`src/rtl/pairscan_pkg.sv`:
```
package pairscan_pkg;

    typedef enum logic [1:0] {
        PS_IDLE = 2'd0,
        PS_SCAN = 2'd1,
        PS_GAP  = 2'd2
    } ps_state_e;

endpackage

```
`src/rtl/pairscan_pos.sv`:
```
// Column / row-pair position counter for one decomposition level.
module pairscan_pos #(
    parameter int LOG_MAX = 8,
    localparam int LW     = $clog2(LOG_MAX + 1)
) (
    input  logic               clk,
    input  logic               rst_n,
    input  logic               clr,
    input  logic               adv,
    input  logic [LW-1:0]      side_log,
    output logic [LOG_MAX-1:0] col,
    output logic [LOG_MAX-2:0] pair,
    output logic               first_col,
    output logic               last_col,
    output logic               last_beat
);

    typedef struct packed {
        logic [LOG_MAX-1:0] col;
        logic [LOG_MAX-2:0] pair;
    } pos_t;

    pos_t pos_d, pos_q;

    logic [LOG_MAX:0]   side_w;
    logic [LOG_MAX-1:0] col_max;
    logic [LOG_MAX-1:0] pair_max;
    logic               last_pair;

    always_comb begin
        side_w    = (LOG_MAX+1)'(1) << side_log;
        col_max   = side_w[LOG_MAX-1:0] - LOG_MAX'(1);
        pair_max  = side_w[LOG_MAX:1] - LOG_MAX'(1);
        last_pair = ({1'b0, pos_q.pair} == pair_max);

        pos_d = pos_q;
        if (clr) begin
            pos_d = '0;
        end else if (adv) begin
            if (pos_q.col == col_max) begin
                pos_d.col  = '0;
                pos_d.pair = last_pair ? '0 : pos_q.pair + (LOG_MAX-1)'(1);
            end else begin
                pos_d.col  = pos_q.col + LOG_MAX'(1);
            end
        end
    end

    always_ff @(posedge clk or negedge rst_n) begin
        if (!rst_n) begin
            pos_q <= '0;
        end else begin
            pos_q <= pos_d;
        end
    end

    assign col       = pos_q.col;
    assign pair      = pos_q.pair;
    assign first_col = (pos_q.col == '0);
    assign last_col  = (pos_q.col == col_max);
    assign last_beat = last_col && last_pair;

endmodule

```
`src/rtl/pairscan_addr.sv`:
```
// Row-major address pair for the current position and side length.
module pairscan_addr #(
    parameter int LOG_MAX = 8,
    localparam int LW     = $clog2(LOG_MAX + 1),
    localparam int AW     = 2 * LOG_MAX
) (
    input  logic [LOG_MAX-1:0] col,
    input  logic [LOG_MAX-2:0] pair,
    input  logic [LW-1:0]      side_log,
    output logic [AW-1:0]      even_addr,
    output logic [AW-1:0]      odd_addr
);

    logic [AW-1:0] row_base;
    logic [AW-1:0] stride;

    always_comb begin
        row_base  = AW'({pair, 1'b0}) << side_log;
        stride    = AW'(1) << side_log;
        even_addr = row_base + AW'(col);
        odd_addr  = even_addr + stride;
    end

endmodule

```
`src/rtl/pairscan_level.sv`:
```
// Frame / level sequencer: start capture, inter-level gap, termination.
module pairscan_level
    import pairscan_pkg::*;
#(
    parameter int LOG_MAX   = 8,
    parameter int LEVEL_GAP = 4,
    localparam int LW       = $clog2(LOG_MAX + 1),
    localparam int GW       = (LEVEL_GAP > 1) ? $clog2(LEVEL_GAP) : 1
) (
    input  logic             clk,
    input  logic             rst_n,
    input  logic             start,
    input  logic [LOG_MAX:0] min_side,
    input  logic             last_beat,
    output logic             scan_en,
    output logic             clr_pos,
    output logic [LW-1:0]    side_log,
    output logic [LW-1:0]    level,
    output logic             busy,
    output logic             done
);

    typedef struct packed {
        ps_state_e        state;
        logic [LW-1:0]    level;
        logic [LW-1:0]    slog;
        logic [LOG_MAX:0] min;
        logic [GW-1:0]    gap;
        logic             done;
    } lvl_t;

    lvl_t st_d, st_q;

    logic [LOG_MAX:0] half_side;
    logic             go_on;

    always_comb begin
        half_side = (LOG_MAX+1)'(1) << (st_q.slog - LW'(1));
        go_on     = (st_q.slog > LW'(1)) && (half_side >= st_q.min);

        st_d      = st_q;
        st_d.done = 1'b0;
        unique case (st_q.state)
            PS_IDLE: begin
                if (start) begin
                    st_d.state = PS_SCAN;
                    st_d.level = '0;
                    st_d.slog  = LW'(LOG_MAX);
                    st_d.min   = min_side;
                end
            end
            PS_SCAN: begin
                if (last_beat) begin
                    if (go_on) begin
                        st_d.state = PS_GAP;
                        st_d.level = st_q.level + LW'(1);
                        st_d.slog  = st_q.slog - LW'(1);
                        st_d.gap   = GW'(LEVEL_GAP - 1);
                    end else begin
                        st_d.state = PS_IDLE;
                        st_d.done  = 1'b1;
                    end
                end
            end
            PS_GAP: begin
                if (st_q.gap == '0) begin
                    st_d.state = PS_SCAN;
                end else begin
                    st_d.gap = st_q.gap - GW'(1);
                end
            end
            default: st_d.state = PS_IDLE;
        endcase
    end

    always_ff @(posedge clk or negedge rst_n) begin
        if (!rst_n) begin
            st_q.state <= PS_IDLE;
            st_q.level <= '0;
            st_q.slog  <= LW'(LOG_MAX);
            st_q.min   <= '0;
            st_q.gap   <= '0;
            st_q.done  <= 1'b0;
        end else begin
            st_q <= st_d;
        end
    end

    assign scan_en  = (st_q.state == PS_SCAN);
    assign clr_pos  = (st_q.state == PS_IDLE);
    assign side_log = st_q.slog;
    assign level    = st_q.level;
    assign busy     = (st_q.state != PS_IDLE);
    assign done     = st_q.done;

endmodule

```
`src/rtl/pairscan_ctrl.sv`:
```
// Paired even/odd row scan sequencer, multi-level.
module pairscan_ctrl #(
    parameter int SIDE_MAX  = 256,
    parameter int LEVEL_GAP = 4,
    localparam int LOG_MAX  = $clog2(SIDE_MAX),
    localparam int AW       = 2 * LOG_MAX,
    localparam int LW       = $clog2(LOG_MAX + 1)
) (
    input  logic             clk,
    input  logic             rst_n,
    input  logic             start,
    input  logic [LOG_MAX:0] min_side,
    output logic             pix_valid,
    output logic [AW-1:0]    even_addr,
    output logic [AW-1:0]    odd_addr,
    output logic             row_first,
    output logic             row_last,
    output logic [LW-1:0]    cur_level,
    output logic             from_ll,
    output logic             busy,
    output logic             frame_done
);

    logic               scan_en;
    logic               clr_pos;
    logic [LW-1:0]      side_log;
    logic [LW-1:0]      level;
    logic [LOG_MAX-1:0] col;
    logic [LOG_MAX-2:0] pair;
    logic               first_col;
    logic               last_col;
    logic               last_beat;

    pairscan_level #(
        .LOG_MAX   (LOG_MAX),
        .LEVEL_GAP (LEVEL_GAP)
    ) u_level (
        .clk       (clk),
        .rst_n     (rst_n),
        .start     (start),
        .min_side  (min_side),
        .last_beat (last_beat),
        .scan_en   (scan_en),
        .clr_pos   (clr_pos),
        .side_log  (side_log),
        .level     (level),
        .busy      (busy),
        .done      (frame_done)
    );

    pairscan_pos #(
        .LOG_MAX (LOG_MAX)
    ) u_pos (
        .clk       (clk),
        .rst_n     (rst_n),
        .clr       (clr_pos),
        .adv       (scan_en),
        .side_log  (side_log),
        .col       (col),
        .pair      (pair),
        .first_col (first_col),
        .last_col  (last_col),
        .last_beat (last_beat)
    );

    pairscan_addr #(
        .LOG_MAX (LOG_MAX)
    ) u_addr (
        .col       (col),
        .pair      (pair),
        .side_log  (side_log),
        .even_addr (even_addr),
        .odd_addr  (odd_addr)
    );

    assign pix_valid = scan_en;
    assign row_first = scan_en && first_col;
    assign row_last  = scan_en && last_col;
    assign cur_level = level;
    assign from_ll   = (level != '0);

endmodule

```
`config.mk`:
```
export PLATFORM = sky130hd
export DESIGN_NAME = pairscan_ctrl
export DESIGN_NICKNAME = d
export VERILOG_FILES = /design/src/rtl/pairscan_pkg.sv /design/src/rtl/pairscan_pos.sv /design/src/rtl/pairscan_addr.sv /design/src/rtl/pairscan_level.sv /design/src/rtl/pairscan_ctrl.sv
export SDC_FILE = /design/constraint.sdc
export NUM_CORES = 1
export LEC_CHECK = 0
export ABC_AREA = 1
export BUFFER_PORTS_ARGS = -buffer_cell sky130_fd_sc_hd__buf_4
export CORE_ASPECT_RATIO = 2
export CORE_MARGIN = 1.5
export CORE_UTILIZATION = 40
export DETAILED_ROUTE_END_ITERATION = 10
export PLACE_DENSITY = 0.64
export SKIP_CTS_REPAIR_TIMING = 1
export SLEW_MARGIN = 20
export SYNTH_ARGS = -nofsm -noshare
export SYNTH_HDL_FRONTEND = slang
export SYNTH_HIERARCHICAL = 1
export SYNTH_SLANG_ARGS = --single-unit
export TNS_END_PERCENT = 5
```
`constraint.sdc`:
```
create_clock -name clk -period 13.5 [get_ports clk]
set_clock_uncertainty 0.1 [all_clocks]
set_input_delay 2.7 -clock clk [delete_from_list [all_inputs] [get_ports clk]]
set_output_delay 2.7 -clock clk [all_outputs]
set_load 0.05 [all_outputs]
```
# Word level (Yosys, flattened, before mapping)
# Index checks and enable logic that the tools add are counted.
# word_totals
register_bits	37
input_bits	12
elab_cells	67
# op_classes
reduce_logical	17
magnitude_cmp	2
eq_ne	9
addsub	9
n_shift	4
n_mux	18
# ops
op	n
two-way mux 15 bit	2
two-way mux 19 bit	1
left shift 1 x 4 -> 9 bit (first input constant)	2
adder 16 bit	1
adder 16 x 8 -> 16 bit	1
two-way mux 8 bit	2
one-hot mux 8 bit (2 select lines)	1
left shift 1 x 4 -> 16 bit (first input constant)	1
left shift 8 x 4 -> 16 bit	1
subtractor 8 x 1 -> 8 bit (second input constant)	2
two-way mux 7 bit	2
two-way mux 10 bit	1
>= comparator 9 bit	1
adder 8 x 1 -> 8 bit (second input constant)	1
== test 7 x 8 -> 1 bit	1
== test 8 bit	1
zero test 8 bit	1
two-way mux 2 bit	4
AND reduction 4 bit	2
nonzero test 2 bit	4
adder 7 x 1 -> 7 bit (second input constant)	1
inequality test 2 x 1 -> 1 bit (second input constant)	3
one-hot mux 2 bit (3 select lines)	1
adder 4 x 1 -> 4 bit (second input constant)	1
14 further kinds	21

# Logic depth before layout (Yosys ltp)
# Gate-level depths: netlist of the first run.
# depth
word_depth	7
depth_mapped	30
ltp_nobuf	29

# Modules after synthesis
# The synthesis of the first run kept the hierarchy.
# by_module_without_submodules
mod	area_per_inst_um2	n_inst	cells_each
pairscan_addr	1652.8	1	290
pairscan_pos	1552.7	1	258
pairscan_level	1496.4	1	192
pairscan_ctrl	26.3	1	7

# Worst setup path after synthesis of the first run
# OpenSTA, ideal clock, no wires.
# synth_path
path_type	register to output
from	register u_level.st_q, in the netlist u_level/side_log[0]
to	output port odd_addr[13]
path_stages_with_launch	24
t_arrival_ns	4.845
n_path_buf	2
path_slack_ns	5.855
path_cell_list	dfrtp_1 -> buf_4 -> buf_4 -> nor2_2 -> inv_2 -> nor3_1 -> ha_1 -> inv_1 -> fa_1 -> inv_1 -> nand4_1 -> nand3_1 -> a21oi_1 -> inv_1 -> nand2_1 -> xnor2_1 -> ha_1 -> nand2_1 -> nor2_1 -> nor3b_1 -> nand3_1 -> nand3_1 -> nand2_1 -> xor2_1
# synth_between
elab_chain_len	3
word_cells_on_any_way	4
# synth_rtl
item	line_no	text
start, declared	pairscan_level.sv:32	lvl_t st_d, st_q;
start signal, assigned	pairscan_level.sv:85	st_q <= st_d;
left shift 8 x 4 -> 16 bit	pairscan_addr.sv:18	row_base = AW'({pair, 1'b0}) << side_log;
adder 16 x 8 -> 16 bit	pairscan_addr.sv:20	even_addr = row_base + AW'(col);
net even_addr[9]	pairscan_ctrl.sv:14	output logic [AW-1:0] even_addr,
adder 16 bit	pairscan_addr.sv:21	odd_addr = even_addr + stride;
end, declared	pairscan_ctrl.sv:15	output logic [AW-1:0] odd_addr,
# The timed path passes the listed nets, and every way through them passes these cells.

# Final worst setup path of the first run
# layout_path
from	register u_level.st_q, in the netlist u_level/side_log[0]
to	output port odd_addr[15]
# layout_between
elab_chain_len	3
word_cells_on_any_way	4
# layout_rtl
item	line_no
left shift 8 x 4 -> 16 bit	pairscan_addr.sv:18
adder 16 x 8 -> 16 bit	pairscan_addr.sv:20
adder 16 bit *	pairscan_addr.sv:21
# Every way passes the cells marked *; elsewhere a longest branch is shown, timed or not.

==> results.cfg, run 1 <==
[outcome]
status = finished, final reports clean

[timing]
max_slew_margin_pct = 44.5
worst_pin_slew_ns = 0.832
final.period_utilization_pct = 62.3
fin_crit_ns = 8.42
fmax_ghz = 0.119
rsz0062_at_grt = false
setup_violations = 0
hold_violations = 0
slew_viol_final = 0
finalSetupTns_ns = 0

[die]
die_area_um2 = 12500
ioPinCount = 54
placementRows = 56
die_h_um = 157
die_w_um = 79.9
start_util_pct = 40.7
core_area_um2 = 11600

[critical_path]
end_kind = output pin
cpLargestDelayFamily = compound AO/OA/AOI/OAI gates
cpPeakStageDelay_ns = 0.84
cp.arrival_ns = 5.62
crit_type = flip-flop to output pin
crit_chain = inv_1 -> nand2_1 -> nor2_1 -> a21o_1 -> o21ai_0 -> nor2_1 -> ha_1 -> nand2_1 -> inv_1 -> nand4_1 -> o211ai_1 -> nand3_1 -> nor2_1 -> xnor2_1 -> ha_1 -> a21oi_1 -> nor2_1 -> a211oi_1 -> o21ai_0 -> a21oi_1 -> inv_1 -> nand4_1 -> nand2_1 -> buf_4
critPathLaunchType = flip-flop
crit_required_ns = 10.70
cp_num_buf_inv = 4
worstPathMaxFanout = 22
crit_top_cell = nor2_1
critPathSlowestCell = dfrtp_1

[layout]
fin_cells = 936
diodes = 0
final_nets = 849
fillerInstances = 1270
areaGrowthSynthToFinish_pct = 12.8
fin_util_pct = 45.8
seq_area_um2 = 927
drive_gt1_share_pct = 14.2
multi_input_area_um2 = 3290

[grt]
grt_antenna_before_repair = 0
grt_max_degree = 38
globalRouteTotalUtil_pct = 23.2
grt_first_pass_wirelength_mm = 22.4
grt_pass1_vias = 4683
gr-total-overflow = 0

[synthesis]
synthAdderAreaFrac_pct = 12.8
yosysMostFrequentCell = nand2_1
async_flop_share_pct = 100
netlist_top_cells_count = 224 x nand2_1, 91 x inv_1, 80 x nand3_1, 71 x nor2_1, 45 x ha_1
yosysSeqAreaShare_pct = 19.6
ys_types = 44
syn_area_um2 = 4730
synth_edf_count = 0
synth.avg_cell_area_um2 = 6.33
synth_area_leaders = dfrtp_1 19%, nand2_1 18%, ha_1 12%
synthMuxAreaShare_pct = 0
yosysTopAreaCell = dfrtp_1
synth_seq_cells = 37
ys.flop_type = dfrtp_1
synth_xor_area_share_pct = 6.64
synth_warnings = 6
synth_cells = 747
synth_compound_area_share_pct = 8.10
synth_top_family_by_area = simple AND/OR/NAND/NOR gates
syn_nets = 806
synth_top_area_share_pct = 19.1
synth-simple-area-share_pct = 42.1

[cts]
cts_buffers = 5
cts.sinks = 37
cts_root_buffer = clkbuf_16
cts_tree = done
path_clk_slew_ns = 0.06
insertion_delay_ns = 0.29
htreeDepth = 2
cts_buffer_depth = 2

[power]
switchingPower_mw = 0.0509
leakagePower_nw = 3.03
netSwitchingFraction_pct = 21.1
power_mw = 0.241
ir_drop_mv = 0.0585
pwr-share-clk_pct = 49.3
seq_power_share_pct = 47.0
p_per_area_nw_per_um2 = 45.2
pwr-share-comb_pct = 3.7
intPower_mw = 0.190

[route]
drt_pass1_iterations = 8
first_iter_violations = 242
dr_total_vias = 4835
wl_per_cell_um = 14.8
drc = 0
routed_wirelength_mm = 13.8
ant_nets = 0
viasPerCell = 5.17

[placement]
gp_congestion = 1.01
hpwl_mm = 11.3
dp_cells = 928
portBuffers = 53

[run]
cap_viol_max_count = 0

[hold_path]
hp-class = flip-flop to flip-flop
-- power groups by stage --
| stage | sequential (mW) | clock (mW) | combinational (mW) |
|---|---|---|---|
| 4_1_cts | 0.113 | 0.122 | 0.00923 |
| 3_5_place_dp | 0.115 | 0 | 0.00911 |
| 6_report | 0.113 | 0.119 | 0.00890 |
| 3_3_place_gp | 0.115 | 0 | 0.00882 |
| 5_1_grt | 0.113 | 0.126 | 0.0102 |
| 2_1_floorplan | 0.115 | 0 | 0.00328 |
-- metrics by stage --
stage | area [um^2] | setup slack (ns) | hold WS, ns
after floorplan | 4730 | 5.86 | 0.348
after global placement | 5180 | 5.49 | 0.396
after detailed placement | 5180 | 5.50 | 0.414
after CTS | 5330 | 5.18 | 0.428
after global routing | 5330 | 4.77 | 0.463
final | 5330 | 5.08 | 0.425
-- registers in the layout, indices dropped and copies added, names as in the netlist --
signal,cells
u_pos/pair,7
u_pos/col,8
u_level/level,4
u_level/st_q,13
u_level/done,1
u_level/side_log,4
-- worst paths after layout --
path | start | to | slack [ns] | cells after the start
hold reg to reg | u_level/st_q[2] | u_level/st_q[2] | 0.42 | 2
hold / removal | u_level/st_q[2] | u_level/st_q[2] | 0.42 | 2
setup / recovery | u_level/side_log[0] | odd_addr[15] | 5.08 | 24
min in group asynchronous | rst_n | u_pos/pair[6] | 2.29 | 1
setup reg to reg | u_level/side_log[2] | u_level/side_log[1] | 9.40 | 17
max in group asynchronous | rst_n | u_level/side_log[3] | 10.66 | 1
-- worst min-delay path, cell delays in order (launching register included) --
cell,delay [ns]
dfrtp_1,0.34
nand3_1,0.08
nand2_1,0.07
-- placed cells by master, fill, tap and decap left out, drive strengths merged, types with 2 or more instances in the layout --
cell type  instances
nand3b             2
inv              102
clkbuf             8
nor3              13
nand2            235
ha                45
dfrtp             36
xor2              22
xnor2             13
buf               53
a21o               3
a21oi             29
o21ai             26
nor2              88
a31oi              3
nand3             85
or2                2
nand4             13
fa                 2
-- area by class of cell --
| type | count | area share (%) |
|---|---|---|
| clock buffers | 8 | 2.75 |
| inverters | 103 | 7.30 |
| multi-input cells | 590 | 61.7 |
| flip-flops and latches | 37 | 17.4 |
| well taps | 145 | 3.40 |
| repair buffers | 53 | 7.46 |
-- kinds of logic after synthesis --
kind of cell,count (synthesis)
compound gates,66
simple gates,442
xor+xnor,35
fa+ha+maj,47
buf+inv,120
flops,37
-- metal layers --
layer / global-route usage, % / vias up / share of wire [%]
met5: 0 / - / 0
met4: 14.1 / 0 / 5.6
met3: 1.17 / 43 / 1.9
met2: 46.5 / 113 / 59
met1: 21.6 / 2207 / 33
li1: - / 2472 / -
(Power assumes the default switching activity.)
==> inputs of run 2 (changes only) <==
--- a/config.mk
+++ b/config.mk
@@ -5,7 +5,7 @@
 export SDC_FILE = /design/constraint.sdc
 export NUM_CORES = 1
 export LEC_CHECK = 0
-export ABC_AREA = 1
+export ABC_AREA = 0
 export BUFFER_PORTS_ARGS = -buffer_cell sky130_fd_sc_hd__buf_4
 export CORE_ASPECT_RATIO = 2
 export CORE_MARGIN = 1.5
==> constraint.sdc (replaced) <==
create_clock -name clk -period 7.9 [get_ports clk]
set_clock_uncertainty 0.1 [all_clocks]
set_input_delay 1.58 -clock clk [delete_from_list [all_inputs] [get_ports clk]]
set_output_delay 1.58 -clock clk [all_outputs]
set_load 0.05 [all_outputs]
==> run 2 against run 1 <==
Against the previous run: worst hold slack lost 0.028 ns; setup slack lost 3.9 ns; core utilization shrank 0.23 points; sequential cell count is the same; sequential power grew 68%; first-iteration DRC count shrank 13%; clock power grew 74%; global-route usage shrank 2.6 points; synthesized area grew 1.6%; critical path depth shrank 8; critical path type unchanged; largest power group unchanged; highest routed layer unchanged.
==> results.cfg, run 2 <==
[cts]
cts_tree = done
htreeDepth = 2
cts_buffers = 5
cts.sinks = 37
insertion_delay_ns = 0.29
cts_root_buffer = clkbuf_16
cts_buffer_depth = 2
path_clk_slew_ns = 0.06

[grt]
grt_util_met2_pct = 39.5
grt_antenna_before_repair = 0
busiest_layer = met2
globalRouteTotalUtil_pct = 20.5
grt_use_met1_pct = 19.5
grtUsageMet3_pct = 1.61
gr-total-overflow = 0
grt_pass1_vias = 4385
grt_first_pass_wirelength_mm = 20.4
grt_max_degree = 44

[synthesis]
yosysMostFrequentCell = nor2_1
synth_edf_count = 0
netlist_top_cells_count = 47 x nor2_1, 45 x ha_1, 40 x inv_1
synth.avg_cell_area_um2 = 8.27
synth_top_area_share_pct = 18.8
yosysSeqAreaShare_pct = 19.3
syn_nets = 640
ys.flop_type = dfrtp_1
ys_types = 90
synth_warnings = 6
synth_area_leaders = dfrtp_1 19%, ha_1 12%, xnor2_1 5.1%
yosysTopAreaCell = dfrtp_1
syn_area_um2 = 4800
synth_cells = 581
synth_seq_cells = 37
async_flop_share_pct = 100

[critical_path]
critPathLaunchType = flip-flop
crit_required_ns = 6.22
crit_type = flip-flop to output pin
end_kind = output pin
worstPathMaxFanout = 38
cp.arrival_ns = 5.07

[power]
switchingPower_mw = 0.0861
p_per_area_nw_per_um2 = 75.8
ir_drop_mv = 0.117
pwr-share-clk_pct = 51.2
intPower_mw = 0.319
pwr-share-comb_pct = 2.0
netSwitchingFraction_pct = 21.3
seq_power_share_pct = 46.8
leakagePower_nw = 2.42

[timing]
hold_violations = 0
final.period_utilization_pct = 85.5
worst_pin_slew_ns = 0.797
max_slew_margin_pct = 46.9
rsz0062_at_grt = false
fin_crit_ns = 6.75
slew_viol_final = 0
fmax_ghz = 0.148
setup_violations = 0
finalSetupTns_ns = 0

[layout]
top_register = u_level/st_q
layout_commonest_cell = buf_4
final_cell_mix = 57 x buf_4, 47 x nor2_1, 45 x ha_1
areaGrowthSynthToFinish_pct = 11.1
final_nets = 673
diodes = 0
fin_util_pct = 45.6
largest_register_ffs = 13
drive_gt1_share_pct = 17.7

[placement]
gp_congestion = 0.914
hpwl_mm = 9.75
portBuffers = 53

[route]
drc = 0
dr_total_vias = 4318
wl_per_cell_um = 16.7
first_iter_violations = 210
ant_nets = 0
viasPerCell = 5.68
drt_pass1_iterations = 4
routed_wirelength_mm = 12.7

[outcome]
status = finished, final reports clean

[die]
die_h_um = 158
start_util_pct = 41.0
die_w_um = 80.5
die_area_um2 = 12700
ioPinCount = 54
placementRows = 56
core_area_um2 = 11700

[hold_path]
hp-class = flip-flop to flip-flop

[run]
cap_viol_max_count = 0
-- run 2: cell count changes in the layout (fill, tap and decap cells not counted), sizes merged, moves of 15 or more --
cell | previous run | this run
nand2 | 235 | 36
nand3 | 85 | 17
inv | 102 | 42
nor2 | 88 | 48
nand2b | 0 | 22
nor2b | 0 | 16
xnor2 | 13 | 28
-- run 2: final timing paths --
kind	start	endpoint	slack, ns	depth (start not counted)
max	u_level/side_log[1]	odd_addr[14]	1.15	16
min	u_level/st_q[1]	u_level/st_q[1]	0.40	1
max reg2reg	u_level/side_log[0]	u_level/side_log[2]	3.32	14
min reg2reg	u_level/st_q[1]	u_level/st_q[1]	0.40	1
max in group asynchronous	rst_n	u_level/st_q[5]	6.19	1
min in group asynchronous	rst_n	u_pos/pair[0]	1.15	1
-- run 2: power by group through the flow --
stage | logic (mW) | clock network (mW) | registers [mW]
2_1_floorplan | 0.000213 | 0 | 0.193
4_1_cts | 0.00834 | 0.212 | 0.190
6_report | 0.00796 | 0.207 | 0.190
3_3_place_gp | 0.00827 | 0 | 0.193
5_1_grt | 0.00921 | 0.217 | 0.189
3_5_place_dp | 0.00831 | 0 | 0.193
-- run 2: layout make-up --
type	count	area (um^2)
multi-input cells	471	3490
inverters	42	158
clock inverters	2	13.8
fillers	1153	6360
well taps	145	181
clock buffers	6	139
repair buffers	57	428
flip-flops and latches	37	927
-- run 2: layer usage --
metal | vias to the layer above | part of all wire [%]
li1 | 2121 | -
met1 | 2040 | 36
met2 | 111 | 55
met3 | 46 | 2.6
met4 | 0 | 6.3
met5 | - | 0
-- run 2: worst max-delay path, cell delays in order (launching register included) --
cell and delay (ns):
dfrtp_1 0.58, buf_4 0.43, mux4_2 0.39, mux2i_1 0.20
nor2_1 0.07, ha_1 0.32, o21ai_0 0.10, a21oi_1 0.26
o211ai_1 0.22, or3_1 0.36, mux2i_1 0.23, ha_1 0.32
o21ai_0 0.40, nor3_1 0.09, a2111oi_0 0.47, nand3_1 0.12
buf_4 0.20
-- run 2: per-stage QoR --
stage	total power, mW	hold WS (ns)	std cells	area, um^2	setup slack [ns]
after CTS	0.410	0.392	760	5340	1.17
after detailed placement	0.201	0.375	752	5180	1.50
after floorplan	0.193	0.345	581	4800	0.916
after global placement	0.201	0.359	752	5180	1.65
final	0.405	0.397	760	5340	1.15
after global routing	0.416	0.405	760	5340	0.816
-- run 2: cell families (layout without fill, tap and decap cells) --
kind of cell | Yosys count | in the layout | synth area share [%]
compound gates | 141 | 141 | 19.9
xor+xnor | 41 | 41 | 7.63
fa+ha+maj | 47 | 47 | 12.6
buf+inv | 73 | 107 | 8.02
flops | 37 | 37 | 19.3
mux | 19 | 19 | 5.45
simple gates | 223 | 223 | 27.2
